==> config.mk <==
export PLATFORM = sky130hd
export DESIGN_NAME = spd_timing_parser
export DESIGN_NICKNAME = d
export VERILOG_FILES = /design/src/rtl/spd_parse_pkg.sv /design/src/rtl/spd_field_capture.sv /design/src/rtl/spd_ns_to_cyc.sv /design/src/rtl/spd_lat_decode.sv /design/src/rtl/spd_timing_parser.sv
export SDC_FILE = /design/constraint.sdc
export NUM_CORES = 1
export LEC_CHECK = 0
export CORE_MARGIN = 2
export CORE_UTILIZATION = 40
export CTS_CLUSTER_SIZE = 14
export DETAILED_ROUTE_END_ITERATION = 10
export PLACE_DENSITY = 0.62
export SLEW_MARGIN = 10
export SYNTH_ARGS = -nofsm -noshare
export SYNTH_HDL_FRONTEND = slang
export SYNTH_SLANG_ARGS = --single-unit
==> constraint.sdc <==
create_clock -name clk -period 23.9 [get_ports clk]
set_input_delay 2.39 -clock clk [delete_from_list [all_inputs] [get_ports clk]]
set_output_delay 2.39 -clock clk [all_outputs]
set_load 0.01 [all_outputs]
==> src/rtl/spd_parse_pkg.sv <==
package spd_parse_pkg;

   localparam int SPD_BYTE_W = 8;
   localparam int SPD_IDX_W  = 8;
   localparam int CSUM_IDX   = 63;
   localparam int BL_IDX     = 16;
   localparam int CL_IDX     = 18;
   localparam int NCONV      = 7;

   localparam int F_TCK  = 0;
   localparam int F_TRP  = 1;
   localparam int F_TRRD = 2;
   localparam int F_TRCD = 3;
   localparam int F_TRAS = 4;
   localparam int F_TRC  = 5;
   localparam int F_TRFC = 6;

   typedef enum logic [1:0] {
      U_NIBBLE = 2'd0,
      U_QTR    = 2'd1,
      U_NS     = 2'd2
   } unit_e;

   function automatic int field_idx(input int k);
      case (k)
         F_TCK:   return 9;
         F_TRP:   return 27;
         F_TRRD:  return 28;
         F_TRCD:  return 29;
         F_TRAS:  return 30;
         F_TRC:   return 41;
         default: return 42;
      endcase
   endfunction

   function automatic unit_e field_unit(input int k);
      case (k)
         F_TCK:                 return U_NIBBLE;
         F_TRP, F_TRRD, F_TRCD: return U_QTR;
         default:               return U_NS;
      endcase
   endfunction

   function automatic int unit_max_ps(input unit_e u);
      case (u)
         U_NIBBLE: return 15 * 1000 + 15 * 100;
         U_QTR:    return 255 * 250;
         default:  return 255 * 1000;
      endcase
   endfunction

endpackage

==> src/rtl/spd_field_capture.sv <==
module spd_field_capture
   import spd_parse_pkg::*;
#(
   parameter int BL_W = 4,
   parameter int CL_W = 7
) (
   input  logic                                clk,
   input  logic                                rst_n,
   input  logic                                vld_i,
   input  logic [SPD_IDX_W-1:0]                idx_i,
   input  logic [SPD_BYTE_W-1:0]               data_i,
   output logic [NCONV-1:0][SPD_BYTE_W-1:0]    raw_o,
   output logic [BL_W-1:0]                     bl_o,
   output logic [CL_W-1:0]                     cl_o,
   output logic                                valid_o,
   output logic                                err_o
);

   logic [SPD_BYTE_W-1:0] sum_q;
   logic [SPD_BYTE_W-1:0] raw_q [NCONV];
   logic                  in_range;
   logic                  start;

   assign in_range = vld_i && (idx_i <= SPD_IDX_W'(CSUM_IDX));
   assign start    = vld_i && (idx_i == '0);

   always_ff @(posedge clk) begin
      if (!rst_n) begin
         sum_q   <= '0;
         bl_o    <= '0;
         cl_o    <= '0;
         valid_o <= 1'b0;
         err_o   <= 1'b0;
      end else if (in_range) begin
         if (idx_i == '0) begin
            sum_q   <= data_i;
            bl_o    <= '0;
            cl_o    <= '0;
            valid_o <= 1'b0;
            err_o   <= 1'b0;
         end else if (idx_i == SPD_IDX_W'(CSUM_IDX)) begin
            valid_o <= 1'b1;
            err_o   <= (sum_q != data_i);
         end else begin
            sum_q <= sum_q + data_i;
            if (idx_i == SPD_IDX_W'(BL_IDX)) bl_o <= data_i[BL_W-1:0];
            if (idx_i == SPD_IDX_W'(CL_IDX)) cl_o <= data_i[CL_W-1:0];
         end
      end
   end

   for (genvar k = 0; k < NCONV; k++) begin : g_field
      localparam int BYTE_AT = field_idx(k);
      always_ff @(posedge clk) begin
         if (!rst_n)
            raw_q[k] <= '0;
         else if (start)
            raw_q[k] <= '0;
         else if (vld_i && idx_i == SPD_IDX_W'(BYTE_AT))
            raw_q[k] <= data_i;
      end
      assign raw_o[k] = raw_q[k];
   end

   // index 0 drops the previous verdict
   a_r9_restart_clears: assert property (@(posedge clk) disable iff (!rst_n)
      start |=> (!valid_o && !err_o && bl_o == '0 && cl_o == '0 && raw_o == '0));

   // a checked image is flagged on the following cycle
   a_r7_valid_after_check: assert property (@(posedge clk) disable iff (!rst_n)
      (vld_i && idx_i == SPD_IDX_W'(CSUM_IDX)) |=> valid_o);

   a_r7_err_needs_valid: assert property (@(posedge clk) disable iff (!rst_n)
      err_o |-> valid_o);

   // bytes past the checksum leave all state alone
   a_r8_high_idx_ignored: assert property (@(posedge clk) disable iff (!rst_n)
      (vld_i && idx_i > SPD_IDX_W'(CSUM_IDX)) |=>
         ($stable(raw_o) && $stable(bl_o) && $stable(cl_o) &&
          $stable(valid_o) && $stable(err_o)));

endmodule

==> src/rtl/spd_ns_to_cyc.sv <==
module spd_ns_to_cyc
   import spd_parse_pkg::*;
#(
   parameter unit_e UNIT   = U_NS,
   parameter int    CLK_PS = 5000,
   parameter int    CYC_W  = 8
) (
   input  logic                  clk,
   input  logic                  rst_n,
   input  logic [SPD_BYTE_W-1:0] raw_i,
   output logic [CYC_W-1:0]      cyc_o
);

   localparam int MAX_CYC = (unit_max_ps(UNIT) + CLK_PS - 1) / CLK_PS;

   if (MAX_CYC >= (1 << CYC_W)) begin : g_bad_width
      $error("CYC_W too narrow for this unit at the chosen clock period");
   end

   logic [31:0] ps;

   if (UNIT == U_NIBBLE) begin : g_nibble
      assign ps = 32'(raw_i[7:4]) * 32'd1000 + 32'(raw_i[3:0]) * 32'd100;
   end else if (UNIT == U_QTR) begin : g_qtr
      assign ps = 32'(raw_i) * 32'd250;
   end else begin : g_ns
      assign ps = 32'(raw_i) * 32'd1000;
   end

   assign cyc_o = CYC_W'((ps + 32'(CLK_PS - 1)) / 32'(CLK_PS));

   // the count covers the time and drops no whole clock
   a_r4_ceil_bound: assert property (@(posedge clk) disable iff (!rst_n)
      (32'(cyc_o) * 32'(CLK_PS) >= ps) &&
      ((cyc_o == '0) || ((32'(cyc_o) - 32'd1) * 32'(CLK_PS) < ps)));

endmodule

==> src/rtl/spd_lat_decode.sv <==
module spd_lat_decode #(
   parameter int BL_W  = 4,
   parameter int CL_W  = 7,
   parameter int CLI_W = 3
) (
   input  logic [BL_W-1:0]  bl_mask_i,
   input  logic [CL_W-1:0]  cl_mask_i,
   output logic [BL_W-1:0]  bl_max_o,
   output logic [CLI_W-1:0] cl_int_o
);

   always_comb begin
      bl_max_o = '0;
      for (int n = 0; n < BL_W; n++) begin
         if (bl_mask_i[n]) begin
            bl_max_o    = '0;
            bl_max_o[n] = 1'b1;
         end
      end
   end

   always_comb begin
      cl_int_o = '0;
      for (int k = 0; 2 * k < CL_W; k++) begin
         if (cl_mask_i[2*k]) cl_int_o = CLI_W'(k + 1);
      end
   end

endmodule

==> src/rtl/spd_timing_parser.sv <==
module spd_timing_parser
   import spd_parse_pkg::*;
#(
   parameter int CLK_PS = 5000,
   parameter int CYC_W  = 8,
   parameter int BL_W   = 4,
   parameter int CL_W   = 7,
   localparam int CLI_W = $clog2(CL_W / 2 + 2)
) (
   input  logic                  clk,
   input  logic                  rst_n,
   input  logic                  byte_vld,
   input  logic [SPD_IDX_W-1:0]  byte_idx,
   input  logic [SPD_BYTE_W-1:0] byte_data,
   output logic [CYC_W-1:0]      tck_cyc,
   output logic [CYC_W-1:0]      trp_cyc,
   output logic [CYC_W-1:0]      trrd_cyc,
   output logic [CYC_W-1:0]      trcd_cyc,
   output logic [CYC_W-1:0]      tras_cyc,
   output logic [CYC_W-1:0]      trc_cyc,
   output logic [CYC_W-1:0]      trfc_cyc,
   output logic [BL_W-1:0]       bl_mask,
   output logic [BL_W-1:0]       bl_max,
   output logic [CL_W-1:0]       cl_mask,
   output logic [CLI_W-1:0]      cl_max_int,
   output logic                  params_valid,
   output logic                  csum_err
);

   if (CLK_PS < 1) begin : g_bad_clk
      $error("CLK_PS must be positive");
   end
   if (BL_W < 1 || BL_W > SPD_BYTE_W) begin : g_bad_bl
      $error("BL_W must lie in 1..8");
   end
   if (CL_W < 1 || CL_W > SPD_BYTE_W) begin : g_bad_cl
      $error("CL_W must lie in 1..8");
   end

   logic [NCONV-1:0][SPD_BYTE_W-1:0] raw;
   logic [CYC_W-1:0]                 cyc [NCONV];

   spd_field_capture #(
      .BL_W (BL_W),
      .CL_W (CL_W)
   ) u_capture (
      .clk     (clk),
      .rst_n   (rst_n),
      .vld_i   (byte_vld),
      .idx_i   (byte_idx),
      .data_i  (byte_data),
      .raw_o   (raw),
      .bl_o    (bl_mask),
      .cl_o    (cl_mask),
      .valid_o (params_valid),
      .err_o   (csum_err)
   );

   for (genvar k = 0; k < NCONV; k++) begin : g_conv
      spd_ns_to_cyc #(
         .UNIT   (field_unit(k)),
         .CLK_PS (CLK_PS),
         .CYC_W  (CYC_W)
      ) u_cv (
         .clk   (clk),
         .rst_n (rst_n),
         .raw_i (raw[k]),
         .cyc_o (cyc[k])
      );
   end

   assign tck_cyc  = cyc[F_TCK];
   assign trp_cyc  = cyc[F_TRP];
   assign trrd_cyc = cyc[F_TRRD];
   assign trcd_cyc = cyc[F_TRCD];
   assign tras_cyc = cyc[F_TRAS];
   assign trc_cyc  = cyc[F_TRC];
   assign trfc_cyc = cyc[F_TRFC];

   spd_lat_decode #(
      .BL_W  (BL_W),
      .CL_W  (CL_W),
      .CLI_W (CLI_W)
   ) u_lat (
      .bl_mask_i (bl_mask),
      .cl_mask_i (cl_mask),
      .bl_max_o  (bl_max),
      .cl_int_o  (cl_max_int)
   );

   // largest burst length is a single supported length
   a_r5_bl_max_onehot: assert property (@(posedge clk) disable iff (!rst_n)
      $onehot0(bl_max) && ((bl_max & bl_mask) == bl_max) &&
      ((bl_mask == '0) == (bl_max == '0)));

   // reported whole latency is marked in the bitmap
   a_r6_cl_int_supported: assert property (@(posedge clk) disable iff (!rst_n)
      (cl_max_int != '0) |-> cl_mask[2 * (int'(cl_max_int) - 1)]);

   // nothing is flagged straight out of reset
   a_r1_reset_quiet: assert property (@(posedge clk)
      !rst_n |=> (!params_valid && !csum_err));

endmodule

## Word level (Yosys, flattened, before mapping)

Memories as Yosys holds them, arrays and structs flattened.
Cells that the tools add are included.

| cells by class | value |
|---|---|
| reductions and logical operators | 17 |
| bitwise logic cells | 14 |
| div/mod/pow operators | 7 |
| $add $sub $neg | 9 |
| multipliers | 8 |
| $lt $le $gt $ge | 1 |
| equality and inequality tests | 12 |
| muxes and demuxes | 66 |

Operators with widths:

| operator | count |
|---|---|
| divider 32 x 13 -> 32 bit, second input constant | 7 |
| two-way mux 8 bit | 16 |
| multiplier 8 x 7 -> 15 bit, second input constant | 6 |
| adder 18 x 13 -> 19 bit, second input constant | 3 |
| adder 16 x 13 -> 17 bit, second input constant | 3 |
| equality test 8 x 5 -> 1 bit, second input constant | 6 |
| two-way mux 1 bit | 38 |
| adder 32 x 13 -> 32 bit, second input constant | 1 |
| equality test 8 x 6 -> 1 bit, second input constant | 3 |
| two-way mux 7 bit | 3 |
| two-way mux 4 bit | 4 |
| adder 14 x 11 -> 15 bit | 1 |
| bitwise OR 1 bit | 14 |
| multiplier 4 x 7 -> 11 bit, second input constant | 1 |
| logical AND 1 bit | 9 |
| multiplier 4 x 5 -> 9 bit, second input constant | 1 |
| adder 8 bit | 1 |
| equality test 8 x 4 -> 1 bit, second input constant | 1 |
| less-or-equal comparator 8 x 6 -> 1 bit, second input constant | 1 |
| zero test 8 bit | 1 |
| != test 8 bit | 1 |
| two-way mux 2 bit | 3 |
| two-way mux 3 bit | 2 |
| AND reduction 3 bit | 2 |
| 3 further kinds | 6 |

| storage, ports and cells | value |
|---|---|
| bits of input ports | 19 |
| bits in registers | 21 |
| output and inout bits | 76 |
| logic and storage cells | 140 |
| RAM bits | 56 |
| memories | 1 |

Memories:

| memory | depth | width | read ports | clocked after memory_dff | write ports | RTL line | source |
|---|---|---|---|---|---|---|---|
| u_capture.raw_q | 7 | 8 | 7 | 0 | 7 | spd_field_capture.sv:20 | `logic [SPD_BYTE_W-1:0] raw_q [NCONV];` |

## Depth between registers and ports, before layout

Gate-level depths: netlist of run 1.

| logic depth | value |
|---|---|
| word-level depth | 7 |
| mapped depth | 39 |
| mapped depth without buffers | 34 |

## Hierarchy

Synthesis of run 1 repeated with hierarchy kept, for this count alone.

| second synthesis, totals | value |
|---|---|
| cell total of the unflattened synthesis | 3488 |
| area, all modules | 28393.5 um2 |

By module, submodules not included:

| module | area an instance (um2) | sequential area each (um2) | cells an instance | instances |
|---|---|---|---|---|
| spd_ns_to_cyc at g_conv[4].u_cv ... | 4317.9 | 0.0 | 544 | 2 |
| spd_ns_to_cyc at g_conv[1].u_cv ... | 3305.7 | 0.0 | 435 | 2 |
| spd_ns_to_cyc at g_conv[6].u_cv | 4083.9 | 0.0 | 525 | 1 |
| spd_ns_to_cyc at g_conv[3].u_cv | 3468.3 | 0.0 | 464 | 1 |
| spd_field_capture | 3444.6 | 2102.0 | 285 | 1 |
| spd_ns_to_cyc at g_conv[0].u_cv | 2080.7 | 0.0 | 246 | 1 |
| spd_lat_decode | 68.8 | 0.0 | 10 | 1 |

## Worst setup path after synthesis of run 1

OpenSTA, ideal clock, no wires.

| timing path | value |
|---|---|
| path kind | flip-flop to output port |
| start | memory u_capture.raw_q[4][1], in the netlist u_capture.raw_q[1][1] |
| end | output port tras_cyc[0] |
| stages on the path, launching flop included | 34 |
| slack | 12265 ps |
| path buffers | 1 |
| data required time | 21510 ps |
| arrival time | 9245 ps |
| cell sequence | edfxtp_1 fa_1 inv_1 fa_1 fa_1 fa_1 inv_1 ha_1 a21oi_2 nand2_1 o21a_1 a311oi_4 or2b_2 nor2_2 or4_4 a211oi_2 nor3_1 or2_4 or4_4 and2_1 buf_6 xnor2_2 o311a_1 or3_1 o211a_2 o31ai_4 mux2_2 o32a_1 a21bo_2 a21oi_2 inv_2 or3_1 a31oi_1 a2bb2oi_1 |

RTL lines:

| item | RTL line | source |
|---|---|---|
| start: declaration | spd_field_capture.sv:20 |  |
| end: declaration | spd_timing_parser.sv:19 | `output logic [CYC_W-1:0] tras_cyc,` |

==> results.py, run 1 <==
metrics = {
    "setup_path": {
        "cpPeakStageDelay_ns": 0.58,
        "end_kind": "output pin",
        "reg2reg_slack_ns": 21.44,
        "slowest_stage": "fa_1",
        "worst_setup_path_start_kind": "register",
        "cp_max_fo": 14,
        "arrival_ns": 11.39,
        "r2r_cells": 11,
        "required_ns": 21.51,
        "reg2reg_from": "u_capture.sum_q[1]$_SDFFE_PN0P_",
        "crit_top_cell": "fa_1",
        "r2r_end": "u_capture.sum_q[7]$_SDFFE_PN0P_",
        "path_class": "reg2out",
    },
    "timing": {
        "min_period_over_period_pct": 57.6,
        "maxSlewHeadroom_pct": 26.4,
        "setup_violations": 0,
        "rsz0062_at_grt": "false",
        "setup_tns_ns": 0,
        "finalHoldViolCount": 0,
        "min_period_ns": 13.78,
        "tightest_slew_ns": 1.09,
        "finalClockSkew_ns": 0.00636,
        "maxSlewViolCount": 0,
        "timing.fmax_mhz": 72.6,
    },
    "finish": {
        "multi_input_area_mm2": 0.0209,
        "fill_cells": 6099,
        "nets": 3574,
        "drive_above_1_share_pct": 4.18,
        "ff_latch_area_mm2": 0.00210,
        "syn_to_final_growth_pct": 7.50,
    },
    "routing": {
        "drt_iter0_markers": 1256,
        "dr_total_vias": 22400,
        "avgRoutedWirePerCell_um": 15.1,
        "vias_per_cell": 5.70,
        "ant_nets": 0,
        "drt_pass1_iterations": 5,
        "drc": 0,
        "wl_mm": 59.3,
    },
    "floorplanning": {
        "die_w_um": 251,
        "initial_utilization_pct": 40.5,
        "pin_count": 95,
        "die_h_um": 251,
        "core_area_mm2": 0.0605,
        "dieArea_mm2": 0.0632,
        "rows": 90,
    },
    "yosys": {
        "avgSynthCellArea_um2": 7.91,
        "ys_seq_area_share_pct": 8.59,
        "synthFlopType": "edfxtp_1",
        "synth_cells": 3095,
        "synth_area_mm2": 0.0245,
        "ys_types": 121,
        "ys_ff_latch": 77,
        "synth-warning-count": 0,
        "async_reset_ff_share_pct": 0,
        "synth_edf_count": 56,
    },
    "global_route": {
        "grt-ovfl-total": 0,
        "grt_max_degree": 27,
        "grt_pass1_wl_mm": 102,
        "antenna_found_initial": 5,
        "grtUsageTotal_pct": 18.6,
        "first_global_vias": 20800,
    },
    "clock_network": {
        "insertion_delay_ns": 0.34,
        "cts_setup_buffers": 0,
        "holdBufCountCts": 0,
        "cts.clk_slew.worst_paths_ns": 0.06,
        "cts.repair.resized": 0,
        "cts_buffers": 9,
        "max-clock-path-buffers": 2,
        "cts.sinks": 77,
        "cts-root-buf": "clkbuf_16",
        "tritoncts": "built",
        "htreeDepth": 3,
    },
    "hold_path": {
        "min_path_cells": 2,
        "holdCritPathClass": "reg2reg",
        "min_from": "u_capture.sum_q[2]$_SDFFE_PN0P_",
        "holdPathEnd": "u_capture.sum_q[2]$_SDFFE_PN0P_",
    },
    "place": {
        "routabilityCongestion": 0.905,
        "portBuffers": 77,
        "place.detailed.hpwl_mm": 48.8,
    },
    "run": {
        "max_cap_viol_count": 0,
    },
    "outcome": {
        "status": "finished clean",
    },
}
layer usage:
metal	up-vias	GRT usage, %	part of all wire [%]
met3	48	1.77	3.9
met5	-	0	0.027
met1	10500	26.7	49
met4	2	3.83	1.6
met2	443	30.3	45
li1	11400	-	-
worst max-delay path by stage:
stage	from	endpoint	cells past startpoint
after floorplan	u_capture.raw_q[1][1]$_SDFFCE_PN0P_	tras_cyc[0]	33
after global placement	u_capture.raw_q[1][1]$_SDFFCE_PN0P_	tras_cyc[0]	33
after detailed placement	u_capture.raw_q[1][9]$_SDFFCE_PN0P_	trc_cyc[0]	32
after CTS	u_capture.raw_q[1][1]$_SDFFCE_PN0P_	tras_cyc[0]	32
after global routing	u_capture.raw_q[1][1]$_SDFFCE_PN0P_	tras_cyc[0]	32
final	u_capture.raw_q[1][9]$_SDFFCE_PN0P_	trc_cyc[0]	32
through the flow:
step                setup WS, ns  std cells  hold WS [ns]  utilization, %  area (um2)
global placement           10.65       3902         0.478            43.0       26000
floorplan                  12.27       3111         0.481               -       24500
CTS                        10.20       3918         0.507            43.5       26300
global route                9.17       3921         0.525            43.5       26300
detailed placement         10.60       3902         0.494            43.0       26000
finish                     10.12       3922         0.507            43.5       26300
final cells by class:
class                   instances  share of cell area, %
multi-input cells            2648                   79.4
flip-flops and latches         77                   7.99
clock inverters                 7                  0.342
inverters                     304                   4.34
diodes                          4                 0.0380
well taps                     782                   3.72
clock buffers                   9                  0.856
repair buffers                 91                   3.33
critical path, delay by kind of cell, from the launching register on:
kind,cells,cell delay [ns]
compound gates,15,4.91
simple gates,8,2.27
flops,1,0.55
xor+xnor,1,0.20
buf+inv,3,0.67
fa+ha+maj,5,2.45
logic make-up (layout without fill, tap and decap cells):
| logic type | count (synthesis) | in the layout | share of synthesized area, % |
|---|---|---|---|
| AO/OA/AOI/OAI | 894 | 894 | 26.0 |
| XOR/XNOR | 274 | 274 | 10.1 |
| adder cells (fa/ha/maj) | 428 | 428 | 26.1 |
| buffers and inverters | 386 | 411 | 6.33 |
| flip-flops | 77 | 77 | 8.59 |
| multiplexers | 42 | 42 | 1.76 |
| other | 1 | 21 | 0.0153 |
| AND/OR/NAND/NOR | 993 | 993 | 21.1 |
cells in the mapped netlist (all sizes together) (39+ instances only):
library cell	n	area share, %
and2	85	2.2
a31oi	40	1.1
nand3	70	1.4
nand2	186	2.9
or3	42	1.1
xnor2	177	6.4
nor2	233	3.6
o21ai	169	3.5
a211oi	63	2.0
o211ai	39	1.3
clkbuf	45	0.70
inv	302	4.6
ha	285	15
a21o	47	1.4
edfxtp	56	6.9
fa	139	11
o21a	39	1.2
a21oi	177	3.7
nor3	95	2.0
xor2	94	3.4
state kept, by name, indices dropped and copies added, names as in the netlist:
name,count
u_capture.cl_o,7
u_capture.err_o,1
u_capture.sum_q,8
u_capture.valid_o,1
u_capture.bl_o,4
u_capture.raw_q,56
placed cells by master (no fill, tap or decap), types with 17 or more instances in the layout:
| cell | netlist | layout |
|---|---|---|
| clkdlybuf4s50_1 | 0 | 77 |
| dfxtp_1 | 21 | 21 |
| nor3b_1 | 26 | 26 |
| nor3_1 | 93 | 92 |
| a211o_1 | 21 | 21 |
| xnor2_1 | 175 | 175 |
| o211ai_1 | 34 | 34 |
| a211oi_1 | 59 | 59 |
| xor2_1 | 93 | 93 |
| o31ai_1 | 32 | 32 |
| or3_1 | 42 | 42 |
| and3_1 | 22 | 22 |
| mux2i_1 | 34 | 34 |
| o21ai_0 | 156 | 156 |
| fa_1 | 139 | 139 |
| edfxtp_1 | 56 | 56 |
| a21o_1 | 47 | 47 |
| nor2b_1 | 36 | 36 |
| inv_1 | 300 | 300 |
| ha_1 | 285 | 285 |
| nand2b_1 | 37 | 37 |
| or2_2 | 27 | 27 |
| a31oi_1 | 38 | 38 |
| nand2_1 | 186 | 186 |
| o21a_1 | 38 | 38 |
| or4_1 | 20 | 20 |
| nand3_1 | 70 | 70 |
| o22ai_1 | 20 | 20 |
| nor4_1 | 25 | 25 |
| nor2_1 | 231 | 231 |
| a21oi_1 | 172 | 172 |
| conb_1 | 1 | 17 |
| and2_1 | 83 | 83 |
| nand4_1 | 34 | 34 |
Power of run 1 is not shown: default switching activity piles up to over one toggle a cycle in this logic, so the estimate is an artifact.
==> run 2: changes to the inputs <==
Settings changed: PLACE_DENSITY 0.62 to 0.64.
Clock period 23.9 ns to 11.5 ns, I/O delays scaled along.
==> run 2 against run 1 <==
Net effect:
- flip-flop and latch count unchanged
- global-route usage decreased by 0.16 points
- via count increased by 2.6%
- highest routed layer unchanged
- worst setup slack got worse by 9.7 ns
- core utilization increased by 2.9 points
- clock skew decreased by 0.00059 ns
- critical path depth increased by 1
- count of clock-buffer cells in the layout increased by 2
- final cell count increased by 2.9%
- die area unchanged
- wire length increased by 3.1%
- cell area increased by 6.6%
==> results.py, run 2 (synthesis gave the netlist of run 1 again) <==
metrics = {
    "place": {
        "place.detailed.hpwl_mm": 48.9,
        "portBuffers": 77,
        "dpl-instance-area_mm2": 0.0265,
        "routabilityCongestion": 0.916,
        "place_inst": 3973,
    },
    "hold_path": {
        "min_from": "u_capture.cl_o[5]$_SDFFE_PN0P_",
        "holdCritPathClass": "reg2reg",
        "min_path_cells": 2,
        "holdPathEnd": "u_capture.cl_o[5]$_SDFFE_PN0P_",
    },
    "clock_network": {
        "tritoncts": "built",
        "cts.clk_slew.worst_paths_ns": 0.06,
        "cts-root-buf": "clkbuf_16",
        "max-clock-path-buffers": 2,
        "cts.sinks": 77,
        "insertion_delay_ns": 0.33,
        "htreeDepth": 3,
        "cts_buffers": 9,
        "holdBufCountCts": 0,
    },
    "finish": {
        "layout_common_cells": "inv_1 (300), ha_1 (278), nor2_1 (225)",
        "stdcell_area_mm2": 0.0281,
        "syn_to_final_growth_pct": 14.6,
        "reg_top3": "u_capture.raw_q: 56 flops, u_capture.sum_q: 8 flops, u_capture.cl_o: 7 flops",
        "largest-register": "u_capture.raw_q",
        "nets": 3690,
        "largest_register_ffs": 56,
        "antenna-diode-count": 0,
        "final_common_cell": "inv_1",
        "fin_cells": 4034,
        "drive_above_1_share_pct": 11.4,
    },
    "timing": {
        "min_period_over_period_pct": 96.4,
        "maxSlewViolCount": 0,
        "min_period_ns": 11.09,
        "tightest_slew_ns": 1.16,
        "whs_ns": 0.502,
        "timing.fmax_mhz": 90.2,
        "maxSlewHeadroom_pct": 21.9,
        "finalClockSkew_ns": 0.00577,
        "setup_violations": 0,
        "setup_tns_ns": 0,
        "finalHoldViolCount": 0,
    },
    "setup_path": {
        "r2r_cells": 11,
        "end_kind": "output pin",
        "required_ns": 10.35,
        "slowest_stage": "fa_1",
        "cpPeakStageDelay_ns": 0.57,
        "reg2reg_slack_ns": 9.12,
        "r2r_end": "u_capture.sum_q[7]$_SDFFE_PN0P_",
        "arrival_ns": 9.94,
        "cp_max_fo": 9,
        "path_class": "reg2out",
        "reg2reg_from": "u_capture.sum_q[1]$_SDFFE_PN0P_",
        "worst_setup_path_start_kind": "register",
    },
    "run": {
        "max_cap_viol_count": 0,
    },
    "floorplanning": {
        "dieArea_mm2": 0.0632,
        "die_w_um": 251,
        "initial_utilization_pct": 40.5,
        "die_h_um": 251,
        "rows": 90,
        "pin_count": 95,
        "core_area_mm2": 0.0605,
    },
    "routing": {
        "ant_nets": 0,
        "vias_per_cell": 5.68,
        "drc": 0,
        "wl_mm": 61.1,
        "drt-met1-wl_mm": 30.5,
        "drt_pass1_iterations": 5,
        "wl_met3_mm": 2.55,
        "met2RoutedLength_mm": 27.5,
        "routed.top_layer": "met5",
        "avgRoutedWirePerCell_um": 15.1,
        "drt_iter0_markers": 1612,
        "dr_total_vias": 22900,
    },
    "global_route": {
        "grtUsageTotal_pct": 18.4,
        "grt-ovfl-total": 0,
        "antenna_found_initial": 2,
        "grt_max_degree": 28,
        "first_global_vias": 21000,
        "grt_pass1_wl_mm": 101,
    },
    "outcome": {
        "status": "finished clean",
    },
}
-- run 2: cell count changes in the layout (fill, tap and decap cells not counted), sizes merged, moves of 2 or more --
cell | previous run | this run
buf | 14 | 130
clkdlybuf4s50 | 77 | 75
diode | 4 | 0
clkbuf | 9 | 11
dlymetal6s2s | 0 | 2
-- run 2: stage by stage --
stage / utilization [%] / setup WS (ns)
after floorplan: - / 1.11
after global placement: 43.9 / 0.238
after detailed placement: 43.9 / 0.126
after CTS: 44.7 / 0.00128
after global routing: 46.4 / -0.0554
final: 46.4 / 0.414
-- run 2: layout make-up --
class	instances	area, um2
well taps	782	978
clock buffers	11	243
multi-input cells	2648	21800
clock inverters	5	60.1
repair buffers	207	1760
inverters	304	1140
flip-flops and latches	77	2100
fillers	5917	32400
-- run 2: metal layers --
metal | vias to the layer above | global-route usage (%)
met4 | 4 | 2.82
met2 | 440 | 29.6
li1 | 11600 | -
met3 | 46 | 1.86
met5 | - | 0
met1 | 10800 | 27.1
-- run 2: timing repair --
item / 4_1_cts / 5_1_grt
pin swaps: 5 / 33
gates resized for setup: 26 / 150
gates cloned: 0 / 0
setup endpoints to repair: 3 / 9
buffers inserted: 4 / 41
-- run 2: worst max path at each step --
stage,from,end,slack (ns),cells after the start
after global placement,u_capture.raw_q[1][2]$_SDFFCE_PN0P_,tras_cyc[0],0.24,34
after global routing,u_capture.raw_q[1][17]$_SDFFCE_PN0P_,trfc_cyc[0],-0.06,33
after CTS,u_capture.raw_q[1][2]$_SDFFCE_PN0P_,tras_cyc[0],0.001,33
final,u_capture.raw_q[1][17]$_SDFFCE_PN0P_,trfc_cyc[0],0.41,33
after floorplan,u_capture.raw_q[1][1]$_SDFFCE_PN0P_,tras_cyc[0],1.11,33
after detailed placement,u_capture.raw_q[1][2]$_SDFFCE_PN0P_,tras_cyc[0],0.13,34
-- run 2: worst max-delay path: cells and delay by family (launching register included) --
kind / cells / cell delay [ns]
AO/OA/AOI/OAI: 14 / 2.98
AND/OR/NAND/NOR: 7 / 2.65
adder cells (fa/ha/maj): 5 / 1.96
buffers and inverters: 3 / 0.79
XOR/XNOR: 4 / 0.73
flip-flops: 1 / 0.45
Power of run 2 is left out for the same reason.
